$ cat config.mk
export PLATFORM = sky130hd
export DESIGN_NAME = hsa_addresser
export DESIGN_NICKNAME = d
export VERILOG_FILES = /design/src/rtl/hsa_pkg.sv /design/src/rtl/hsa_run_detect.sv /design/src/rtl/hsa_outer_classify.sv /design/src/rtl/hsa_seg_table.sv /design/src/rtl/hsa_inner_extract.sv /design/src/rtl/hsa_addresser.sv
export SDC_FILE = /design/constraint.sdc
export NUM_CORES = 1
export LEC_CHECK = 0
export ABC_CLOCK_PERIOD_IN_PS = 800
export BUFFER_PORTS_ARGS = -buffer_cell sky130_fd_sc_hd__buf_2
export CORE_MARGIN = 4
export CORE_UTILIZATION = 59
export CTS_CLUSTER_DIAMETER = 50
export DETAILED_ROUTE_END_ITERATION = 10
export PLACE_DENSITY = 0.8
export SETUP_SLACK_MARGIN = 0.4
export SLEW_MARGIN = 10
export SYNTH_ARGS = -nofsm -noshare
export SYNTH_HDL_FRONTEND = slang
export SYNTH_HIERARCHICAL = 1
export SYNTH_SLANG_ARGS = --single-unit
$ cat constraint.sdc
create_clock -name clk -period 0.8 [get_ports clk]
set_input_delay 0.04 -clock clk [delete_from_list [all_inputs] [get_ports clk]]
set_output_delay 0.04 -clock clk [all_outputs]
set_load 0.05 [all_outputs]
$ cat src/rtl/hsa_pkg.sv
package hsa_pkg;

   typedef enum logic [1:0] {
      HSA_UNIFORM    = 2'd0,
      HSA_POW2_BOTH  = 2'd1,
      HSA_POW2_LOW   = 2'd2,
      HSA_POW2_HIGH  = 2'd3
   } hsa_scheme_e;

   // number of outer segments produced by a given variant
   function automatic int unsigned seg_count(hsa_scheme_e sch, int unsigned v0);
      case (sch)
         HSA_UNIFORM:   return 32'd1 << v0;
         HSA_POW2_BOTH: return 2 * v0;
         default:       return v0 + 1;
      endcase
   endfunction

endpackage

$ cat src/rtl/hsa_run_detect.sv
// Length of the leading run of bits equal to the top bit.
module hsa_run_detect #(
   parameter int unsigned W     = 3,
   parameter int unsigned CNT_W = $clog2(W + 1)
) (
   input  logic [W-1:0]     bits_i,
   output logic [CNT_W-1:0] run_o
);

   always_comb begin
      logic same;
      same  = 1'b1;
      run_o = '0;
      for (int i = W - 1; i >= 0; i--) begin
         same  = same & (bits_i[i] == bits_i[W-1]);
         run_o = run_o + CNT_W'(same);
      end
   end

endmodule

$ cat src/rtl/hsa_outer_classify.sv
// Outer segment index and number of operand bits below the outer boundary.
module hsa_outer_classify
   import hsa_pkg::*;
#(
   parameter int unsigned  N      = 12,
   parameter int unsigned  V0     = 3,
   parameter hsa_scheme_e  SCHEME = HSA_POW2_BOTH,
   parameter int unsigned  SEG_W  = 3,
   parameter int unsigned  REM_W  = $clog2(N + 1)
) (
   input  logic [V0-1:0]    outer_i,
   output logic [SEG_W-1:0] seg_o,
   output logic [REM_W-1:0] rem_o
);

   localparam int unsigned RUN_W = $clog2(V0 + 1);

   generate
      if (SCHEME == HSA_UNIFORM) begin : g_uni
         assign seg_o = SEG_W'(outer_i);
         assign rem_o = REM_W'(N - V0);
      end else begin : g_pow2
         logic [RUN_W-1:0] run;
         logic             msb;

         hsa_run_detect #(.W(V0), .CNT_W(RUN_W)) u_run (
            .bits_i (outer_i),
            .run_o  (run)
         );

         assign msb = outer_i[V0-1];

         if (SCHEME == HSA_POW2_BOTH) begin : g_both
            always_comb begin
               int r;
               int clamp;
               r     = int'(run);
               clamp = (r == int'(V0)) ? int'(V0) - 1 : r;
               rem_o = REM_W'(int'(N) - 1 - clamp);
               if (!msb)
                  seg_o = (r == int'(V0)) ? '0 : SEG_W'(int'(V0) - r);
               else
                  seg_o = (r == int'(V0)) ? SEG_W'(2 * V0 - 1)
                                          : SEG_W'(int'(V0) + r - 1);
            end
         end else if (SCHEME == HSA_POW2_LOW) begin : g_low
            always_comb begin
               int z;
               int clamp;
               z     = msb ? 0 : int'(run);
               clamp = (z == int'(V0)) ? int'(V0) - 1 : z;
               rem_o = REM_W'(int'(N) - 1 - clamp);
               seg_o = SEG_W'(int'(V0) - z);
            end
         end else begin : g_high
            always_comb begin
               int o;
               int clamp;
               o     = msb ? int'(run) : 0;
               clamp = (o == int'(V0)) ? int'(V0) - 1 : o;
               rem_o = REM_W'(int'(N) - 1 - clamp);
               seg_o = SEG_W'(o);
            end
         end
      end
   endgenerate

endmodule

$ cat src/rtl/hsa_seg_table.sv
// Constant per-outer-segment inner bit count and table base.
module hsa_seg_table #(
   parameter int unsigned NSEG      = 6,
   parameter int unsigned SEG_W     = 3,
   parameter int unsigned V1_FW     = 4,
   parameter int unsigned TAB_SLOTS = 16,
   parameter logic [TAB_SLOTS*V1_FW-1:0] INNER_BITS = '0,
   parameter int unsigned MAX_V1    = 9,
   parameter int unsigned V1_W      = $clog2(MAX_V1 + 1),
   parameter int unsigned ADDR_W    = 6
) (
   input  logic [SEG_W-1:0]  seg_i,
   output logic [V1_W-1:0]   v1_o,
   output logic [ADDR_W-1:0] base_o
);

   localparam int unsigned ROWS = 1 << SEG_W;

   function automatic int unsigned v1_of(int unsigned idx);
      return int'(INNER_BITS[idx*V1_FW +: V1_FW]);
   endfunction

   function automatic longint unsigned base_of(int unsigned idx);
      longint unsigned acc;
      acc = 0;
      for (int unsigned k = 0; k < idx; k++) acc += longint'(1) << v1_of(k);
      return acc;
   endfunction

   localparam longint unsigned TOTAL = base_of(NSEG);

   if (NSEG > TAB_SLOTS) begin : g_err_slots
      $fatal(1, "hsa_seg_table: more outer segments than table slots");
   end
   if (TOTAL > (longint'(1) << ADDR_W)) begin : g_err_addr
      $fatal(1, "hsa_seg_table: ADDR_W too small for the table total");
   end

   logic [V1_W-1:0]   v1_rom   [ROWS];
   logic [ADDR_W-1:0] base_rom [ROWS];

   generate
      for (genvar g = 0; g < ROWS; g++) begin : g_row
         if (g < NSEG) begin : g_used
            if (v1_of(g) > MAX_V1) begin : g_err_v1
               $fatal(1, "hsa_seg_table: inner bit count exceeds N-V0");
            end
            assign v1_rom[g]   = V1_W'(v1_of(g));
            assign base_rom[g] = ADDR_W'(base_of(g));
         end else begin : g_pad
            assign v1_rom[g]   = '0;
            assign base_rom[g] = '0;
         end
      end
   endgenerate

   assign v1_o   = v1_rom[seg_i];
   assign base_o = base_rom[seg_i];

endmodule

$ cat src/rtl/hsa_inner_extract.sv
// Pulls the inner index out of a sliding field and left-aligns the leftover bits.
module hsa_inner_extract #(
   parameter int unsigned N     = 12,
   parameter int unsigned REM_W = $clog2(N + 1),
   parameter int unsigned V1_W  = 4,
   parameter int unsigned IDX_W = 9,
   parameter int unsigned OFF_W = N - 1
) (
   input  logic [N-1:0]     x_i,
   input  logic [REM_W-1:0] rem_i,
   input  logic [V1_W-1:0]  v1_i,
   output logic [IDX_W-1:0] idx_o,
   output logic [OFF_W-1:0] frac_o
);

   always_comb begin
      logic [REM_W-1:0] keep;
      logic [N-1:0]     shifted;
      logic [N-1:0]     mask;
      logic [N-1:0]     lifted;
      keep    = rem_i - REM_W'(v1_i);
      shifted = x_i >> keep;
      mask    = ~({N{1'b1}} << v1_i);
      idx_o   = IDX_W'(shifted & mask);
      lifted  = x_i << (int'(N) - int'(keep));
      frac_o  = lifted[N-1 -: OFF_W];
   end

endmodule

$ cat src/rtl/hsa_addresser.sv
module hsa_addresser
   import hsa_pkg::*;
#(
   parameter int unsigned N          = 12,
   parameter int unsigned V0         = 3,
   parameter hsa_scheme_e SCHEME     = HSA_POW2_BOTH,
   parameter int unsigned ADDR_W     = 6,
   parameter int unsigned V1_FW      = 4,
   parameter int unsigned TAB_SLOTS  = 16,
   parameter logic [TAB_SLOTS*V1_FW-1:0] INNER_BITS = 64'h2222_2222_2242_0312,
   parameter bit          REG_OUT    = 1'b1
) (
   input  logic              clk,
   input  logic              rst_n,
   input  logic [N-1:0]      x_i,
   output logic [ADDR_W-1:0] addr_o,
   output logic [N-2:0]      frac_o
);

   localparam int unsigned NSEG   = seg_count(SCHEME, V0);
   localparam int unsigned SEG_W  = (NSEG > 1) ? $clog2(NSEG) : 1;
   localparam int unsigned REM_W  = $clog2(N + 1);
   localparam int unsigned MAX_V1 = N - V0;
   localparam int unsigned V1_W   = $clog2(MAX_V1 + 1);
   localparam int unsigned IDX_W  = (MAX_V1 > 0) ? MAX_V1 : 1;
   localparam int unsigned OFF_W  = N - 1;

   if (V0 < 1 || V0 >= N) begin : g_err_v0
      $fatal(1, "hsa_addresser: V0 must lie in 1..N-1");
   end
   if (SCHEME != HSA_UNIFORM && V0 < 2) begin : g_err_pow2
      $fatal(1, "hsa_addresser: power-of-two variants need V0 >= 2");
   end

   logic [SEG_W-1:0]  seg;
   logic [REM_W-1:0]  rem;
   logic [V1_W-1:0]   v1;
   logic [ADDR_W-1:0] base;
   logic [IDX_W-1:0]  idx;
   logic [OFF_W-1:0]  frac_c;
   logic [ADDR_W-1:0] addr_c;

   hsa_outer_classify #(
      .N(N), .V0(V0), .SCHEME(SCHEME), .SEG_W(SEG_W), .REM_W(REM_W)
   ) u_outer (
      .outer_i (x_i[N-1 -: V0]),
      .seg_o   (seg),
      .rem_o   (rem)
   );

   hsa_seg_table #(
      .NSEG(NSEG), .SEG_W(SEG_W), .V1_FW(V1_FW), .TAB_SLOTS(TAB_SLOTS),
      .INNER_BITS(INNER_BITS), .MAX_V1(MAX_V1), .V1_W(V1_W), .ADDR_W(ADDR_W)
   ) u_table (
      .seg_i  (seg),
      .v1_o   (v1),
      .base_o (base)
   );

   hsa_inner_extract #(
      .N(N), .REM_W(REM_W), .V1_W(V1_W), .IDX_W(IDX_W), .OFF_W(OFF_W)
   ) u_inner (
      .x_i    (x_i),
      .rem_i  (rem),
      .v1_i   (v1),
      .idx_o  (idx),
      .frac_o (frac_c)
   );

   assign addr_c = base + ADDR_W'(idx);

   generate
      if (REG_OUT) begin : g_reg
         logic [ADDR_W-1:0] addr_q;
         logic [OFF_W-1:0]  frac_q;
         always_ff @(posedge clk or negedge rst_n) begin
            if (!rst_n) begin
               addr_q <= '0;
               frac_q <= '0;
            end else begin
               addr_q <= addr_c;
               frac_q <= frac_c;
            end
         end
         assign addr_o = addr_q;
         assign frac_o = frac_q;
      end else begin : g_comb
         wire unused_clk = ^{clk, rst_n};
         assign addr_o = addr_c;
         assign frac_o = frac_c;
      end
   endgenerate

endmodule

==> impl_metrics.toml, run 1 <==
[placed_design]
place_congestion = 1.01
dp_slack_ns = -3.08
detailed_place_hpwl_mm = 5.93
port_buffers = 30

[floorplanning]
rows = 22
dieHeight_um = 71.1
io_pins = 31
die_x_um = 71.1
initial_core_util_pct = 62.8

[clock_network]
numCtsBuffers = 3
htree_levels = 1
cts-root-buf = "clkbuf_8"
postCtsSetupBuffers = 16
ctsResizeCount = 73
cts_buffer_depth = 2

[outcome]
tool.error = "[ERROR DPL-0033] detailed placement checks failed during check placement."
status = "stopped before the end"
lastStage = "clock tree synthesis"

[synth]
ys_warn_count = 6
avgSynthCellArea_sq_um = 8.61
syn_inst = 273
synthesis.area_sq_um = 2350
-- through the flow --
stage / instances / setup TNS, ns / instance area (sq um) / hold WS (ns) / util (%)
2_1_floorplan: 274 / -39.75 / 2500 / -0.256 / -
3_3_place_gp: 418 / -45.92 / 3220 / -0.0386 / 86.0
3_5_place_dp: 418 / -47.97 / 3220 / -0.0303 / 86.0
==> inputs of run 2 (changes only) <==
Settings changed: CORE_UTILIZATION 59 to 40, CTS_CLUSTER_DIAMETER 50 to default, PLACE_DENSITY 0.8 to default, PLACE_DENSITY_LB_ADDON from default to 0.15, SETUP_SLACK_MARGIN 0.4 to default.
==> impl_metrics.toml, run 2 <==
[outcome]
status = "complete, but fails checks"
violations = "negative setup slack"

[clock_network]
numCtsBuffers = 3
path_clk_slew_ns = 0.07
cts_tree = "built"
cts_buffer_depth = 2
cts-root-buf = "clkbuf_8"
htree_levels = 1
cts.sinks = 17

[worst_setup_path]
path_buf_inv = 3
startpoint_type = "primary input"
cpPeakStageDelay_ns = 0.63
cp_top_family = "adder cells"
worstSetupPathType = "in -> reg"
crit_path_end_kind = "flip-flop"
required_ns = 0.93
slowest_stage = "fa_2"
crit_fanout = 6
path_cells = "buf_8 > nor3b_4 > a21oi_4 > xnor2_2 > inv_1 > ha_1 > and2b_2 > ha_4 > fa_2 > buf_12 > mux4_2 > nand2_1 > o21ai_1 > nand2_1 > a21oi_2 > ha_1 > o21ai_1 > o21bai_1 > a21oi_2 > xnor2_1"
worstPathArrival_ns = 3.66

[pwr]
peakVddDrop_v = 0.00211
powerDensity_nw_per_um2 = 3600
p_leak_nw = 1.84

[floorplanning]
rows = 27
core-area_sq_um = 5610
initial_core_util_pct = 41.9
dieHeight_um = 84.6
die_area_sq_um = 7160
die_x_um = 84.6
io_pins = 31

[worst_hold_path]
hold_path_class = "in -> async"

[global_routing]
grt_max_degree = 19
antenna_found_initial = 0
grt_pass1_wl_mm = 12.6
gr-total-overflow = 0
grt_pass1_vias = 2624
grt_usage_pct = 21.3

[route]
drt_first_pass_iters = 5
vias_per_cell = 5.71
drtIter0Drc = 227
ant_nets = 0
drc = 0
num_vias = 2676
post_drt_wl_per_cell_um = 17.6
routed_wl_mm = 8.24

[final_layout]
syn2layout_area_growth_pct = 71.6
final_cells = 469
diodes = 0
largest_reg_flops = 11
final_common_cell = "buf_4"
mostFrequentLayoutCells = "buf_4 (87), buf_6 (34), nand2_1 (22)"
drive_gt1_share_pct = 56.4
finalNetCount = 429

[synth]
synthesis.area_sq_um = 2350
avgSynthCellArea_sq_um = 8.61
ys_warn_count = 6
syn_inst = 273

[sta]
fin_crit_ns = 3.53
drv_slew = 0
relSlewSlack_pct = 61.6
setup_viol_count_final = 34
worst-slew-pin-transition_ns = 0.576
final-hold-violation-count = 0
worst_slack_ns = -2.73
grt_setup_unrepaired = "yes"
timing.fmax_mhz = 283
period_share_pct = 441

[placed_design]
place_congestion = 0.866
dp.cells = 446
port_buffers = 30
detailed_place_hpwl_mm = 5.60
dp_slack_ns = -3.02

[run]
maxCapViolations = 0
run 2: cell type report:
| type | count | area (sq um) |
|---|---|---|
| inverter | 13 | 48.8 |
| sequential | 17 | 425 |
| fill | 421 | 1580 |
| timing repair buffer | 140 | 1240 |
| clock buffer | 4 | 45.0 |
| tap | 72 | 90.1 |
| multi-input combinational | 223 | 2180 |
run 2: worst paths after layout:
kind / cells past startpoint / slack, ns / to / startpoint
min in group clk: 4 / 0.43 / frac_o[10] / x_i[1]
setup / recovery: 20 / -2.73 / addr_o[5] / x_i[11]
max in group asynchronous: 2 / 0.27 / addr_o[0] / rst_n
hold / removal: 2 / 0.23 / frac_o[3] / rst_n
run 2: timing repair:
action | 4_1_cts | 5_1_grt
hold endpoints to repair | 17 | 0
hold buffers | 1 | 0
setup buffers | 13 | 9
pin swaps | 19 | 12
cloned | 2 | 0
setup endpoints to repair | 34 | 34
gates resized for setup | 91 | 36
run 2: through the flow:
stage	instance area [sq um]	setup TNS (ns)	util (%)	hold slack, ns	total power [W]
finish	4030	-42.95	71.9	0.235	0.0145
global route	4030	-45.60	71.9	0.272	0.0152
CTS	3820	-42.29	68.1	0.247	0.0131
detailed placement	3280	-47.03	58.6	-0.0140	0.0102
global placement	3280	-45.59	58.6	-0.0167	0.0101
floorplan	2480	-39.72	-	-0.256	0.00728
run 2: metal layers:
layer	global-route usage, %	vias up	part of all wire (%)
met1	29.3	1301	43
met3	1.08	10	5.3
met4	5.47	0	1.4
met2	36.4	96	51
li1	-	1269	-
met5	0	-	0
run 2: power by group:
part           internal [W]  switching, W
Sequential          0.00123      0.000171
Combinational       0.00617       0.00630
Clock              0.000353      0.000295
Total               0.00775       0.00677
(Power assumes the default switching activity.)
